### src/rtl/adc_seq_pkg.sv
package adc_seq_pkg;

    typedef enum logic [2:0] {
        PH_IDLE = 3'd0,
        PH_DLY  = 3'd1,
        PH_RARM = 3'd2,
        PH_SH   = 3'd3,
        PH_OFC  = 3'd4,
        PH_SPL  = 3'd5,
        PH_CNV  = 3'd6
    } phase_e;

    typedef struct packed {
        logic sh;
        logic byp;
    } opt_t;

    localparam int STROBE_W = 6;

    function automatic int max_of(input int a, input int b);
        return (a > b) ? a : b;
    endfunction

    // phase following the lead-in (start delay or re-arm)
    function automatic phase_e after_lead(input opt_t o);
        if (o.sh)
            return PH_SH;
        else if (!o.byp)
            return PH_OFC;
        else
            return PH_SPL;
    endfunction

    // successor inside one conversion; conversion end is decided by the caller
    function automatic phase_e step_phase(input phase_e p, input opt_t o);
        phase_e n;
        case (p)
            PH_DLY, PH_RARM: n = after_lead(o);
            PH_SH:           n = o.byp ? PH_SPL : PH_OFC;
            PH_OFC:          n = PH_SPL;
            PH_SPL:          n = PH_CNV;
            default:         n = PH_IDLE;
        endcase
        return n;
    endfunction

    function automatic logic [STROBE_W-1:0] to_strobe(input phase_e p);
        logic [STROBE_W-1:0] s;
        s = '0;
        case (p)
            PH_DLY:  s[0] = 1'b1;
            PH_RARM: s[1] = 1'b1;
            PH_SH:   s[2] = 1'b1;
            PH_OFC:  s[3] = 1'b1;
            PH_SPL:  s[4] = 1'b1;
            PH_CNV:  s[5] = 1'b1;
            default: s = '0;
        endcase
        return s;
    endfunction

endpackage

### src/rtl/adc_phase_timer.sv
module adc_phase_timer #(
    parameter int CNT_W = 8
) (
    input  logic             clk,
    input  logic             rst,
    input  logic             load,
    input  logic [CNT_W-1:0] len,
    output logic             last,
    output logic             first
);
    logic [CNT_W-1:0] cnt_q;
    logic             first_q;

    always_ff @(posedge clk) begin
        if (rst) begin
            cnt_q   <= '0;
            first_q <= 1'b0;
        end else begin
            first_q <= load;
            if (load)
                cnt_q <= len - CNT_W'(1);
            else if (cnt_q != '0)
                cnt_q <= cnt_q - CNT_W'(1);
        end
    end

    assign last  = (cnt_q == '0);
    assign first = first_q;
endmodule

### src/rtl/adc_chan_stepper.sv
module adc_chan_stepper #(
    parameter int NUM_CH = 8,
    localparam int CH_W = (NUM_CH > 1) ? $clog2(NUM_CH) : 1
) (
    input  logic            clk,
    input  logic            rst,
    input  logic            restart,
    input  logic            adv,
    output logic [CH_W-1:0] ch,
    output logic            at_last
);
    localparam logic [CH_W-1:0] LAST_CH = CH_W'(NUM_CH - 1);

    logic [CH_W-1:0] ch_q;

    always_ff @(posedge clk) begin
        if (rst || restart)
            ch_q <= '0;
        else if (adv)
            ch_q <= (ch_q == LAST_CH) ? '0 : ch_q + CH_W'(1);
    end

    assign ch      = ch_q;
    assign at_last = (ch_q == LAST_CH);
endmodule

### src/rtl/adc_phase_seq.sv
module adc_phase_seq
    import adc_seq_pkg::*;
#(
    parameter int D_LEN     = 8,
    parameter int SH_LEN    = 16,
    parameter int OFC_LEN   = 12,
    parameter int SPL_LEN   = 20,
    parameter int CNV_LEN   = 40,
    parameter int REARM_LEN = 6,
    parameter int NUM_CH    = 8,
    localparam int CH_W  = (NUM_CH > 1) ? $clog2(NUM_CH) : 1,
    localparam int MAX_L = max_of(max_of(max_of(D_LEN, SH_LEN), max_of(OFC_LEN, SPL_LEN)),
                                  max_of(CNV_LEN, REARM_LEN)),
    localparam int CNT_W = $clog2(MAX_L + 1)
) (
    input  logic                clk,
    input  logic                rst,
    input  logic                go_set_i,
    input  logic                go_clr_i,
    input  logic                cont_i,
    input  logic                sh_en_i,
    input  logic                ofc_byp_i,
    output logic                busy_o,
    output logic [STROBE_W-1:0] phase_o,
    output logic [CH_W-1:0]     ch_o,
    output logic                grp_smp_o,
    output logic                eoc_o
);
    phase_e           ph_q, ph_nxt;
    opt_t             opt_q, opt_in;
    logic             run_q, run_nxt;
    logic             first_round_q;
    logic             t_last, t_first, t_load;
    logic [CNT_W-1:0] t_len;
    logic             boundary, eoc, wrap, restart, ch_last;
    logic [CH_W-1:0]  ch;

    assign opt_in   = '{sh: sh_en_i, byp: ofc_byp_i};
    assign boundary = (ph_q != PH_IDLE) && t_last;
    assign eoc      = (ph_q == PH_CNV) && t_last;
    assign wrap     = eoc && ch_last;

    // run bit
    always_comb begin
        run_nxt = run_q;
        if (go_clr_i)
            run_nxt = 1'b0;
        else if (ph_q == PH_IDLE && go_set_i)
            run_nxt = 1'b1;
        else if (wrap && !cont_i)
            run_nxt = 1'b0;
    end

    assign restart = (ph_q == PH_IDLE) && run_nxt;

    // phase selection
    always_comb begin
        ph_nxt = ph_q;
        if (ph_q == PH_IDLE) begin
            if (run_nxt)
                ph_nxt = PH_DLY;
        end else if (boundary) begin
            if (!run_nxt)
                ph_nxt = PH_IDLE;
            else if (ph_q == PH_CNV)
                ph_nxt = (wrap || !first_round_q) ? PH_RARM : PH_DLY;
            else
                ph_nxt = step_phase(ph_q, opt_q);
        end
    end

    assign t_load = (ph_nxt != PH_IDLE) && ((ph_q == PH_IDLE) || boundary);

    always_comb begin
        case (ph_nxt)
            PH_DLY:  t_len = CNT_W'(D_LEN);
            PH_RARM: t_len = CNT_W'(REARM_LEN);
            PH_SH:   t_len = CNT_W'(SH_LEN);
            PH_OFC:  t_len = CNT_W'(OFC_LEN);
            PH_SPL:  t_len = CNT_W'(SPL_LEN);
            PH_CNV:  t_len = CNT_W'(CNV_LEN);
            default: t_len = CNT_W'(1);
        endcase
    end

    always_ff @(posedge clk) begin
        if (rst) begin
            ph_q          <= PH_IDLE;
            run_q         <= 1'b0;
            opt_q         <= '0;
            first_round_q <= 1'b0;
        end else begin
            ph_q  <= ph_nxt;
            run_q <= run_nxt;
            if (t_load && (ph_nxt == PH_DLY || ph_nxt == PH_RARM))
                opt_q <= opt_in;
            if (restart)
                first_round_q <= 1'b1;
            else if (wrap && run_nxt)
                first_round_q <= 1'b0;
        end
    end

    adc_phase_timer #(.CNT_W(CNT_W)) u_timer (
        .clk   (clk),
        .rst   (rst),
        .load  (t_load),
        .len   (t_len),
        .last  (t_last),
        .first (t_first)
    );

    adc_chan_stepper #(.NUM_CH(NUM_CH)) u_chan (
        .clk     (clk),
        .rst     (rst),
        .restart (restart),
        .adv     (eoc),
        .ch      (ch),
        .at_last (ch_last)
    );

    assign busy_o    = run_q;
    assign phase_o   = to_strobe(ph_q);
    assign ch_o      = ch;
    assign eoc_o     = eoc;
    assign grp_smp_o = (ph_q == PH_SH) && t_first && (ch == '0);
endmodule

### config.mk
export PLATFORM = sky130hd
export DESIGN_NAME = adc_phase_seq
export DESIGN_NICKNAME = d
export VERILOG_FILES = /design/src/rtl/adc_seq_pkg.sv /design/src/rtl/adc_phase_timer.sv /design/src/rtl/adc_chan_stepper.sv /design/src/rtl/adc_phase_seq.sv
export SDC_FILE = /design/constraint.sdc
export NUM_CORES = 1
export LEC_CHECK = 0
export ABC_AREA = 1
export ABC_CLOCK_PERIOD_IN_PS = 2800
export BUFFER_PORTS_ARGS = -buffer_cell sky130_fd_sc_hd__buf_2
export CORE_MARGIN = 2
export CORE_UTILIZATION = 55
export CTS_CLUSTER_SIZE = 20
export DETAILED_ROUTE_END_ITERATION = 8
export GPL_TIMING_DRIVEN = 0
export PLACE_DENSITY = 0.78
export SYNTH_ARGS = -nofsm -noshare
export SYNTH_HDL_FRONTEND = slang
export SYNTH_SLANG_ARGS = --single-unit
### constraint.sdc
create_clock -name clk -period 2.8 [get_ports clk]
set_clock_uncertainty 0.15 [all_clocks]
set_input_delay 0.28 -clock clk [delete_from_list [all_inputs] [get_ports clk]]
set_output_delay 0.28 -clock clk [all_outputs]
set_load 0.01 [all_outputs]
==> out/results.txt, run 1 <==
In the final layout, the share of cells above drive strength 1 is 26.6%. TritonCTS built the clock tree. The kind of cell with the highest combined delay along the critical path is simple AND/OR/NAND/NOR gates. The worst hold path passes through 3 cells. In this run the core area contains 16 standard-cell rows. Data on the critical path arrives at its endpoint at 2.66 ns. Data required time of the worst path: 2.89 ns. On the critical path, the stage with the largest delay is an instance of sky130_fd_sc_hd__dfxtp_2.

TritonCTS sink count: 17. The final layout contains 211 nets. The run finished with clean final reports.

The count of pins over their slew limit is 0. For the antenna diode count, the log shows 0. For hold timing, the worst endpoint is opt_q[0].

Among all flip-flop cells after synthesis, the most frequent one is sky130_fd_sc_hd__dfxtp_1. The post-synthesis instance area was 1140 um2. After detailed routing, the number of vias per cell comes to 5.09.

After floorplanning, the core was sized to cover 1960 um2. The via count of the first global-routing pass came out at 1103. The reg-to-reg startpoint was u_chan.ch[0]. The I/O pin count was 19; the static leakage was 0.641 nW.

The cell taking the most area after synthesis was sky130_fd_sc_hd__dfxtp_1. The minimum setup slack among reg-to-reg paths is 0.23 ns, and the floorplan die width is 49.5 um. The cell at the root of the clock tree is sky130_fd_sc_hd__clkbuf_4. For this configuration, the core starts out at a cell density of 58.1%. The final clock period utilization by the worst path was 91.7%. The tools report the setup slack after placement as 0.228 ns.

The setup path with the least slack is of type reg2reg. The number of clock buffers inserted by TritonCTS was 3; the largest voltage drop on the vdd net was 594 uV. The initial antenna violation count was 0. Fill cells in the final layout number 204. The global routing stage identified its most utilized layer as met2.

The met1 track demand over resource is 26.0%. The cell count after synthesis came out at 178. The tightest min-delay check is of the in2reg type. The port buffer count came out at 17. After layout, the worst setup slack is 0.232 ns.

The first global-routing pass estimated 4370 um of wire. Compared with the post-synthesis result, the final layout area differs by 13.5%. For this run, the total global-route usage over all layers was measured as 22.5%. The fraction of synthesized cell area taken by the top area cell type works out to 29.9%. The actual transition at the worst max-transition pin was 0.423 ns. The highest clock rate is 389 MHz, and the power density relative to cell area is 745 nW/um2. Final non-filler cell area: 1290 um2.

Detailed placement finished with a half-perimeter wire length of 1980 um. For this run, global-route usage on met3 was measured as 2.73%. At the end of routability-driven placement, the weighted congestion stood at 0.893. The worst setup path is launched from a flip-flop.

For this run, global-route usage on met2 was measured as 40.2%. Setup repair after global routing left no endpoint under its margin. The synthesized design contains 17 register bits.

The routed design has 2480 um of wire. After clock tree synthesis, the clock-pin slew on the worst setup and hold paths is 0.11 ns. The time the worst path needs with I/O delays and setup is 2.57 ns. The worst register-to-register path ends at u_timer.cnt_q[4].

After synthesis, the cell types taking the most area are sky130_fd_sc_hd__dfxtp_1 30%, sky130_fd_sc_hd__nand2_1 14%, sky130_fd_sc_hd__nor2_1 11%. Dividing the synthesized area by the synthesized cell count gives 6.40 um2. Yosys mapped a number of flops with a built-in enable equal to 0. For the final routed database, the setup TNS stands at 0 ns. The largest fanout on the critical path is 9, and the tightest hold margin is 0.0831 ns. In the final routed layout, each cell accounts on average for 11.0 um. The path depth of the worst reg2reg path came out at 18.

The final core area utilization is 65.9%, and the area taken by flip-flops and latches is 345 um2. After the first detailed-routing iteration, the DRC count stood at 34. The tools report the kind of end point of the critical path as a flip-flop. The run gives 0 as the number of failing setup endpoints in the final timing report. The multi-input combinational cells in the finished layout cover a total of 704 um2. For the H-tree depth, the log shows 1. Startpoint of the worst hold path: ofc_byp_i. Entering global routing, the biggest net connects 11 pins. The number of max-cap violations is 0, and the later-pin clock latency in the skew report is 0.30 ns.

For this run, the number of Yosys warnings is 0. The length of the first detailed-routing pass in iterations was 4. The number of nets with antenna violations after detailed routing was 0; the share of flip-flops with an asynchronous set or reset after synthesis was 0%. Number of buffer and inverter stages on the critical path: 2. The floorplan die height was 49.5 um. The maximum number of buffers from clock root to sink came out at 2. The number of nets handed over by synthesis was 189.

Headroom to the max-slew limit came out at 71.7%. The total cell area at the placement stage came out at 1260 um2. In the routed design, unresolved DRC markers number 0. The critical path goes through ha_1, ha_1, nand4_1, nand2_1, nand2_2, nand2_1, nor2_2, nor2_4, nand2_4, nand2_8, nand2_2, nand2_2, inv_1, ha_1, inv_1, a21oi_2, nand3_1, a21oi_2. In this design, the stage delay of the slowest critical-path cell is 0.35 ns.

Sequential elements use 29.9% of the synthesized area. Hold repair after CTS inserted 0 buffers. Summed over all layers, the global routing overflow is 0.

For the number of hold violations in the final report, the log shows 0. The die covers 2450 um2. Detailed-route via count: 1151. After synthesis, the netlist uses 23 different library cells.
==> routing by layer <==
| layer | vias to the layer above | routed length [um] |
|---|---|---|
| li1 | 602 | - |
| met1 | 515 | 1070 |
| met2 | 30 | 1260 |
| met3 | 4 | 109 |
| met4 | 0 | 44 |
| met5 | - | 0 |
==> cells in the mapped netlist (2+ instances only) <==
library cell / n
sky130_fd_sc_hd__a21oi_1: 9
sky130_fd_sc_hd__a21oi_2: 2
sky130_fd_sc_hd__dfxtp_1: 17
sky130_fd_sc_hd__ha_1: 4
sky130_fd_sc_hd__inv_1: 19
sky130_fd_sc_hd__inv_2: 6
sky130_fd_sc_hd__nand2_1: 42
sky130_fd_sc_hd__nand2_2: 6
sky130_fd_sc_hd__nand2_4: 3
sky130_fd_sc_hd__nand3_1: 13
sky130_fd_sc_hd__nand4_1: 4
sky130_fd_sc_hd__nor2_1: 33
sky130_fd_sc_hd__nor2_2: 5
sky130_fd_sc_hd__nor2_4: 3
sky130_fd_sc_hd__o21ai_0: 4
==> worst max-delay path by stage <==
| stage | start | endpoint | slack (ns) | cells past startpoint |
|---|---|---|---|---|
| after floorplan | u_chan.ch[0] | u_timer.cnt_q[2] | 0.47 | 18 |
| after global placement | u_timer.cnt_q[3] | u_timer.cnt_q[4] | 0.32 | 17 |
| after detailed placement | u_chan.ch[0] | u_timer.cnt_q[4] | 0.23 | 18 |
| after CTS | u_timer.cnt_q[3] | u_timer.cnt_q[4] | 0.20 | 17 |
| after global routing | u_chan.ch[0] | u_timer.cnt_q[4] | 0.02 | 18 |
| final | u_chan.ch[0] | u_timer.cnt_q[4] | 0.23 | 18 |
==> sequential cells by signal, indices dropped and copies added (netlist names) <==
register,cells
u_timer.cnt_q,6
ph_q,3
u_chan.ch,3
opt_q,2
busy_o,1
first_round_q,1
u_timer.first,1
==> stage by stage <==
step	std cells	power, mW
final	226	0.963
after global routing	226	1.05
after CTS	226	0.961
after detailed placement	222	0.830
after global placement	222	0.802
after floorplan	178	0.731
==> tightest hold or removal path, cell delays in order <==
cell and delay (ns):
sky130_fd_sc_hd__buf_2 0.07, sky130_fd_sc_hd__o21ai_0 0.07, sky130_fd_sc_hd__nor2_1 0.07
==> what timing repair did <==
item	4_1_cts	5_1_grt
gates resized for setup	0	5
setup endpoints to repair	0	2
setup buffers	0	0
==> cell usage in the layout (no fill, tap or decap), types with 5 or more instances in the layout <==
master,n
sky130_fd_sc_hd__nor2_2,5
sky130_fd_sc_hd__nand2_1,41
sky130_fd_sc_hd__nor2_1,33
sky130_fd_sc_hd__nand3_1,13
sky130_fd_sc_hd__nand2_2,7
sky130_fd_sc_hd__buf_2,17
sky130_fd_sc_hd__inv_2,6
sky130_fd_sc_hd__a21oi_1,9
sky130_fd_sc_hd__inv_1,19
sky130_fd_sc_hd__dfxtp_1,13
==> area by class of cell <==
cell class                 count  share of cell area, %
clock buffer                   3                   1.74
sequential                    17                   26.7
clock inverter                 1                  0.387
timing repair buffer          17                   6.58
multi-input combinational    135                   54.4
tap                           27                   2.61
inverter                      25                   7.25
buffer                         1                  0.290
==> cells by family (layout without fill, tap and decap cells) <==
family                     count (synthesis)  count (layout)  share of synthesized area (%)
AOI/OAI and AO/OA                         18              18                           9.00
adders and majority gates                  4               4                           4.39
buffers and inverters                     26              47                           8.56
DFF                                       17              17                           29.9
and+or+nand+nor                          113             113                           48.2
==> power by group <==
group | internal, mW | switching [mW]
registers | 0.290 | 0.0348
clock network | 0.0532 | 0.0827
logic | 0.170 | 0.333
total | 0.513 | 0.450
(Power assumes the default switching activity.)
==> run 2, diff against run 1 <==
Settings changed: CORE_MARGIN 2 to default, HOLD_SLACK_MARGIN from default to 0.08.
==> run 2 against run 1 <==
Against the previous run:
- worst hold slack better by 0.0097 ns
- total power grew 1.5%
- cell area grew 3.6%
- routed wire length rose by 0.24%
- highest routed layer unchanged
- critical path depth unchanged
- sequential power about the same
- count of clock-buffer cells in the layout is the same
- die area fell by 7.9%
- sequential cell count unchanged
==> out/results.txt, run 2 (same netlist as run 1, synthesis figures left out) <==
The cell at the root of the clock tree was sky130_fd_sc_hd__clkbuf_4 (unchanged). The run gives 0 (unchanged) as the number of failing setup endpoints in the final timing report. Routing layer with the top usage in global route: met2 (unchanged). The total cell area at the placement stage is 1260 um2 (unchanged). Largest voltage drop on the vdd net: 478 uV (was 594 uV). The tools report the maximum number of buffers from clock root to sink as 2 (unchanged).

The count of pins over their slew limit was 0 (unchanged); the initial cell density of the core was 58.1% (unchanged). Setup repair after global routing could not meet its margin everywhere. The largest fanout on the critical path was 9 (unchanged). The fraction of final layout cells with drive strength greater than 1 came out at 27.9% (was 26.6%).

Most frequent cells in the layout: 38 x sky130_fd_sc_hd__nand2_1, 33 x sky130_fd_sc_hd__nor2_1, 19 x sky130_fd_sc_hd__inv_1, 17 x sky130_fd_sc_hd__buf_2, 14 x sky130_fd_sc_hd__dfxtp_1 (was 41 x sky130_fd_sc_hd__nand2_1, 33 x sky130_fd_sc_hd__nor2_1, 19 x sky130_fd_sc_hd__inv_1, 17 x sky130_fd_sc_hd__buf_2). The placeable core area was 1960 um2 (unchanged); the worst path arrival time was 2.65 ns (was 2.66 ns). The logs give 0.910 (was 0.893) for the final RePlAce weighted congestion and 0 ns (unchanged) for the final-layout setup total negative slack. The routed length per placed instance came out at 10.9 um (was 11.0 um). The time the worst path needs with I/O delays and setup is 2.56 ns (was 2.57 ns), and the TritonCTS sink count is 17 (unchanged). The startpoint of the worst hold path was sh_en_i (was ofc_byp_i).

The run gives 0 (unchanged) as the DRC violations left. The path depth of the worst reg2reg path was 18 (unchanged). The worst hold path class was in2reg (unchanged). The most common cell after layout, fill and taps aside was sky130_fd_sc_hd__nand2_1 (unchanged).

The run gives 213 (was 211) as the final net count. The tools report the sort of element at the start of the critical path as a flip-flop (unchanged). The reg-to-reg startpoint is u_chan.ch[0] (unchanged). The tools report the detailed-route via count as 1132 (was 1151).

The detailed placer's ending HPWL is 1970 um (was 1980 um). The number of flip-flops in the largest register was 6 (unchanged); the initial antenna violation count was 0 (unchanged). The logs give 26 (was 34) for the iteration-0 DRC count of the detailed router and 391 MHz (was 389 MHz) for the highest clock rate. The tools report the terminating pin of the worst hold path as opt_q[1] (was opt_q[0]). Sum of routed wire length over all layers: 2490 um (was 2480 um). The clock slew at the register clock pins of the worst setup and hold paths works out to 0.10 ns (was 0.11 ns). TritonCTS built the clock tree. The tools report the kind of end point of the critical path as a flip-flop (unchanged).

The logs give 3 (unchanged) for the number of clock buffers inserted by TritonCTS and 0.24 ns (was 0.23 ns) for the minimum setup slack among reg-to-reg paths. The run gives 222 (unchanged) as the number of cells in the design after placement. The signed area change from the synthesized netlist to the final layout came out at 17.6% (was 13.5%). The worst slew slack as a fraction of its limit came out at 73.1% (was 71.7%). The actual transition at the worst max-transition pin is 0.400 ns (was 0.423 ns). The static leakage is 0.654 nW (was 0.641 nW), and the floorplan die height is 47.5 um (was 49.5 um).

The floorplan die area was 2260 um2 (was 2450 um2); the floorplan die width was 47.5 um (was 49.5 um). The met1 track demand over resource was 28.6% (was 26.0%). The later-pin clock latency in the skew report is 0.30 ns (about the same).

The via count normalized by instance count came out at 4.96 (was 5.09). I/O pin count: 19 (unchanged). Register name with the most flops: u_timer.cnt_q (unchanged). For the number of nets with antenna violations after detailed routing, the log shows 0 (unchanged). The data required time of the worst path is 2.89 ns (about the same), and the met2 global-route usage is 43.3% (was 40.2%). The maximum number of pins on one net before global-route repair is 11 (unchanged). The number of standard cells in the layout, taps in and fillers out was 228 (was 226); the length of the first detailed-routing pass in iterations was 4 (unchanged). The number of max-cap violations was 0 (unchanged). The tools report the final non-filler cell area as 1340 um2 (was 1290 um2). The final clock period utilization by the worst path is 91.4% (was 91.7%), and the via count of the first global-routing pass is 967 (was 1103). The met3 track demand over resource came out at 5.66% (was 2.73%). The run finished with clean final reports. The classification of the worst setup path was reg2reg (unchanged). The number of hold violations in the final report was 0 (unchanged); the number of rows in the core area was 16 (unchanged). The tools report the H-tree depth as 1 (unchanged). The end of the worst register-to-register path was u_timer.cnt_q[4] (unchanged). Power density relative to cell area: 730 nW/um2 (was 745 nW/um2). The global-route congestion overflow total came out at 0 (unchanged).

The tools report the antenna diode count as 0 (unchanged). The number of cells on the worst hold path is 3 (unchanged). The port buffer count was 17 (unchanged).

The first-pass GRT wire length came out at 3880 um (was 4370 um). The start point of the critical path is u_chan.ch[0] (unchanged). The global router's overall resource usage was 24.7% (was 22.5%).
==> run 2: metal layers <==
| layer | routed length (um) | vias up | share of wire, % |
|---|---|---|---|
| li1 | - | 604 | - |
| met5 | 0 | - | 0 |
| met4 | 33 | 0 | 1.3 |
| met1 | 1110 | 506 | 45 |
| met2 | 1260 | 18 | 51 |
| met3 | 83 | 4 | 3.3 |
==> run 2: metrics by stage <==
| stage | utilization (%) | power (mW) | hold WS (ns) | setup WS (ns) |
|---|---|---|---|---|
| floorplan | - | 0.731 | 0.293 | 0.466 |
| global placement | 64.2 | 0.802 | 0.315 | 0.326 |
| detailed placement | 64.2 | 0.829 | 0.320 | 0.207 |
| CTS | 66.1 | 0.968 | 0.0853 | 0.175 |
| global route | 68.3 | 1.07 | 0.131 | -0.00800 |
| finish | 68.3 | 0.978 | 0.0928 | 0.241 |
==> run 2: final cells by class <==
cell class                 count  area, um2
multi-input combinational    135        734
fill                         203        622
sequential                    17        344
timing repair buffer          19        103
inverter                      25       93.8
tap                           27       33.8
clock buffer                   3       22.5
clock inverter                 1       5.00
buffer                         1       3.75
==> run 2: worst max-delay path by stage <==
stage / end / slack (ns) / depth (start not counted)
2_1_floorplan: u_timer.cnt_q[2] / 0.47 / 18
3_3_place_gp: u_timer.cnt_q[4] / 0.33 / 17
3_5_place_dp: u_timer.cnt_q[2] / 0.21 / 18
4_1_cts: u_timer.cnt_q[2] / 0.17 / 18
5_1_grt: u_timer.cnt_q[2] / -0.008 / 19
6_report: u_timer.cnt_q[4] / 0.24 / 18
==> run 2: timing repair <==
action                                  CTS  global route
hold buffers                              1             0
endpoints found under the hold margin     1             0
gates resized for setup                   0            11
endpoints found under the setup margin    0             2
buffers inserted                          0             1
==> run 2: worst max-delay path, cell delays in order, from the launching register on <==
cell                      delay [ns]
sky130_fd_sc_hd__dfxtp_2        0.35
sky130_fd_sc_hd__ha_1           0.21
sky130_fd_sc_hd__ha_1           0.22
sky130_fd_sc_hd__nand4_1        0.11
sky130_fd_sc_hd__nand2_2        0.07
sky130_fd_sc_hd__nand2_4        0.09
sky130_fd_sc_hd__nand3_1        0.10
sky130_fd_sc_hd__nand2_2        0.14
sky130_fd_sc_hd__nor2_4         0.07
sky130_fd_sc_hd__nand2_4        0.09
sky130_fd_sc_hd__nand2_8        0.09
sky130_fd_sc_hd__nand2_2        0.08
sky130_fd_sc_hd__nand2_2        0.06
sky130_fd_sc_hd__inv_1          0.06
sky130_fd_sc_hd__ha_1           0.17
sky130_fd_sc_hd__inv_1          0.06
sky130_fd_sc_hd__a21oi_2        0.13
sky130_fd_sc_hd__nand3_1        0.11
sky130_fd_sc_hd__a21oi_2        0.14
==> run 2: power by group <==
group          total [mW]  switching [mW]  internal, mW
logic               0.519           0.337         0.182
clock network       0.135          0.0816        0.0533
registers           0.324          0.0340         0.290
==> run 3, diff against run 2 <==
Settings changed: CORE_UTILIZATION 55 to 41, PLACE_DENSITY 0.78 to default.
==> run 3 against run 2 <==
Against the previous run:
- via count down 1.9%
- routed wire length is 2.1% lower
- maximum frequency up 0.69%
- non-clock buffer count did not move
- setup slack improved by 0.018 ns
- sequential power is essentially flat
- first-iteration DRC count is 7.7% lower
==> out/results.txt, run 3 (same netlist as run 1, synthesis figures left out) <==
The via count normalized by instance count was 4.81 (was 4.96); the number of max-cap violations was 0 (unchanged). The DRC violations left is 0 (unchanged). The data required time of the worst path was 2.83 ns (was 2.89 ns). The logs give 2 (unchanged) for the maximum number of buffers from clock root to sink and 52.8% (was 53.0%) for the combinational share of power. The sum of routed wire length over all layers was 2430 um (was 2490 um). The final-layout setup total negative slack is 0 ns (unchanged). Worst hold path class: in2reg (unchanged). For the static leakage, the log shows 0.649 nW (was 0.654 nW). The most common cell after layout, fill and taps aside is sky130_fd_sc_hd__nand2_1 (unchanged).

The signed area change from the synthesized netlist to the final layout was 15.4% (was 17.6%); the detailed-route via count was 1110 (was 1132). The net switching fraction of the power was 45.7% (was 46.2%); the worst path arrival time was 2.57 ns (was 2.65 ns). The detailed placer's ending HPWL is 1940 um (was 1970 um).

The tools report the worst slew slack as a fraction of its limit as 72.6% (was 73.1%). The run finished with clean final reports. The power density relative to cell area is 739 nW/um2 (was 730 nW/um2), and the port buffer count is 17 (unchanged). The actual transition at the worst max-transition pin was 0.409 ns (was 0.400 ns). Setup repair after global routing left no endpoint under its margin. Classification of the worst setup path: reg2reg (unchanged). Register name with the most flops: u_timer.cnt_q (unchanged). The tools report the I/O pin count as 19 (unchanged). The logs give 0 (unchanged) for the antenna diode count and 271 (was 203) for the number of inserted filler cells in the final layout. The initial cell density of the core is 44.8% (was 58.1%), and the part of the total power dissipated in sequential elements is 33.4% (was 33.2%).

For the fraction of power consumed by the clock network, the log shows 13.9% (was 13.8%). The kind of end point of the critical path was a flip-flop (unchanged). The tools report the number of clock buffers inserted by TritonCTS as 3 (unchanged). TritonCTS built the clock tree. The logs give 0.528 mW (was 0.526 mW) for the design internal power and 2990 um2 (was 2260 um2) for the floorplan die area. The number of rows in the core area was 18 (was 16); the final clock period utilization by the worst path was 90.8% (was 91.4%). The maximum number of pins on one net before global-route repair was 11 (unchanged); the number of flip-flops in the largest register was 6 (unchanged). The sort of element at the start of the critical path is a flip-flop (unchanged). The floorplan die height came out at 54.7 um (was 47.5 um). The number of failing setup endpoints in the final timing report was 0 (unchanged); the iteration-0 DRC count of the detailed router was 24 (was 26). The final RePlAce weighted congestion is 0.884 (was 0.910), and the fraction of final layout cells with drive strength greater than 1 is 26.4% (was 27.9%).

The cell at the root of the clock tree was sky130_fd_sc_hd__clkbuf_4 (unchanged). The largest fanout on the critical path was 9 (unchanged); the largest voltage drop on the vdd net was 490 uV (was 478 uV). Most frequent cells in the layout: 41 x sky130_fd_sc_hd__nand2_1, 33 x sky130_fd_sc_hd__nor2_1, 19 x sky130_fd_sc_hd__inv_1, 17 x sky130_fd_sc_hd__buf_2, 15 x sky130_fd_sc_hd__dfxtp_1 (was 38 x sky130_fd_sc_hd__nand2_1, 33 x sky130_fd_sc_hd__nor2_1, 19 x sky130_fd_sc_hd__inv_1, 17 x sky130_fd_sc_hd__buf_2, 14 x sky130_fd_sc_hd__dfxtp_1). The run gives 4 (unchanged) as the length of the first detailed-routing pass in iterations. The global router's overall resource usage is 19.6% (was 24.7%). The logs give 0.972 mW (was 0.978 mW) for the post-route total power and 0 (was 1) for the number of buffers inserted by hold repair at cts. The setup slack after placement came out at 0.241 ns (was 0.207 ns). The later-pin clock latency in the skew report is 0.29 ns (was 0.30 ns). The routed length per placed instance was 10.5 um (was 10.9 um). The TritonCTS sink count was 17 (unchanged); the time the worst path needs with I/O delays and setup was 2.54 ns (was 2.56 ns). The first-pass GRT wire length was 4070 um (was 3880 um); the number of nets with antenna violations after detailed routing was 0 (unchanged). For the highest clock rate, the log shows 393 MHz (was 391 MHz). The clock slew at the register clock pins of the worst setup and hold paths was 0.11 ns (was 0.10 ns); the floorplan die width was 54.7 um (was 47.5 um). The slack of the critical path is 0.258 ns (was 0.241 ns). The path depth of the worst reg2reg path is 20 (was 18). For the count of pins over their slew limit, the log shows 0 (unchanged). The via count of the first global-routing pass is 984 (was 967), and the H-tree depth is 1 (unchanged).

The logs give 0 (unchanged) for the number of hold violations in the final report and 0 (unchanged) for the global-route congestion overflow total. The run gives 213 (unchanged) as the final net count. The run gives 2540 um2 (was 1960 um2) as the placeable core area.

The initial antenna violation count was 0 (unchanged); the number of cells on the worst hold path was 3 (unchanged). The net switching component of the power came out at 0.444 mW (was 0.452 mW).
==> run 3: changes by cell type in the layout (fill, tap and decap cells not counted) <==
cell	delta
sky130_fd_sc_hd__dfxtp_1	+1
sky130_fd_sc_hd__dfxtp_2	-1
sky130_fd_sc_hd__nand2_1	+3
sky130_fd_sc_hd__nand2_2	-2
sky130_fd_sc_hd__nand3_2	+1
sky130_fd_sc_hd__buf_4	+1
sky130_fd_sc_hd__nor2_2	+1
sky130_fd_sc_hd__nand2_4	-1
sky130_fd_sc_hd__nand3_4	-1
sky130_fd_sc_hd__nor2_4	-1
sky130_fd_sc_hd__dlygate4sd3_1	-1
==> run 3: layer usage <==
metal / up-vias / global-route usage (%) / part of all wire, % / wire length [um]
li1: 602 / - / - / -
met1: 478 / 23.5 / 48 / 1170
met2: 28 / 32.7 / 46 / 1120
met3: 2 / 4.44 / 5.0 / 122
met4: 0 / 8.55 / 0.82 / 20
met5: - / 0 / 0 / 0
==> run 3: what timing repair did <==
item / 4_1_cts / 5_1_grt
buffers inserted: 0 / 2
gates resized for setup: 0 / 4
endpoints found under the setup margin: 0 / 2
==> run 3: critical path, stage by stage (launching register included) <==
cell                      delay [ns]
sky130_fd_sc_hd__dfxtp_1        0.43
sky130_fd_sc_hd__inv_2          0.08
sky130_fd_sc_hd__nand2_1        0.09
sky130_fd_sc_hd__inv_1          0.06
sky130_fd_sc_hd__nand2_1        0.12
sky130_fd_sc_hd__inv_2          0.06
sky130_fd_sc_hd__nand2_1        0.07
sky130_fd_sc_hd__nand2_2        0.09
sky130_fd_sc_hd__nand3_2        0.11
sky130_fd_sc_hd__nand2_1        0.09
sky130_fd_sc_hd__nor2_4         0.19
sky130_fd_sc_hd__nand2_4        0.10
sky130_fd_sc_hd__nand2_8        0.11
sky130_fd_sc_hd__nand2_2        0.06
sky130_fd_sc_hd__nand2_2        0.08
sky130_fd_sc_hd__inv_1          0.05
sky130_fd_sc_hd__ha_1           0.19
sky130_fd_sc_hd__inv_1          0.09
sky130_fd_sc_hd__a21oi_2        0.04
sky130_fd_sc_hd__nor2_1         0.08
sky130_fd_sc_hd__a21oi_1        0.07
==> run 3: area by class of cell <==
class | instances | area (um2) | share of cell area, %
well taps | 30 | 37.5 | 2.85
repair buffers | 19 | 100 | 7.61
clock buffers | 3 | 22.5 | 1.71
multi-input cells | 135 | 709 | 53.9
inverters | 25 | 93.8 | 7.14
clock inverters | 1 | 5.00 | 0.381
flip-flops and latches | 17 | 343 | 26.1
plain buffers | 1 | 3.75 | 0.285
==> run 3: worst paths after layout <==
kind / end / startpoint / slack, ns
hold reg to reg: first_round_q / first_round_q / 0.33
setup reg to reg: u_timer.cnt_q[2] / ph_q[0] / 0.26
hold / removal: opt_q[1] / sh_en_i / 0.09
setup / recovery: u_timer.cnt_q[2] / ph_q[0] / 0.26
==> run 3: through the flow <==
step	utilization (%)	cells	area (um2)	hold slack, ns
after floorplan	-	178	1140	0.293
after global placement	49.6	225	1260	0.319
after detailed placement	49.6	225	1260	0.317
after CTS	50.7	229	1290	0.0814
after global routing	51.7	231	1320	0.120
final	51.7	231	1320	0.0884
==> run 3: power groups by stage <==
| stage | Sequential [mW] | Combinational (mW) | Clock, mW |
|---|---|---|---|
| global placement | 0.328 | 0.484 | 0 |
| global route | 0.330 | 0.590 | 0.153 |
| CTS | 0.324 | 0.497 | 0.140 |
| detailed placement | 0.330 | 0.495 | 0 |
| finish | 0.324 | 0.513 | 0.135 |
| floorplan | 0.320 | 0.411 | 0 |
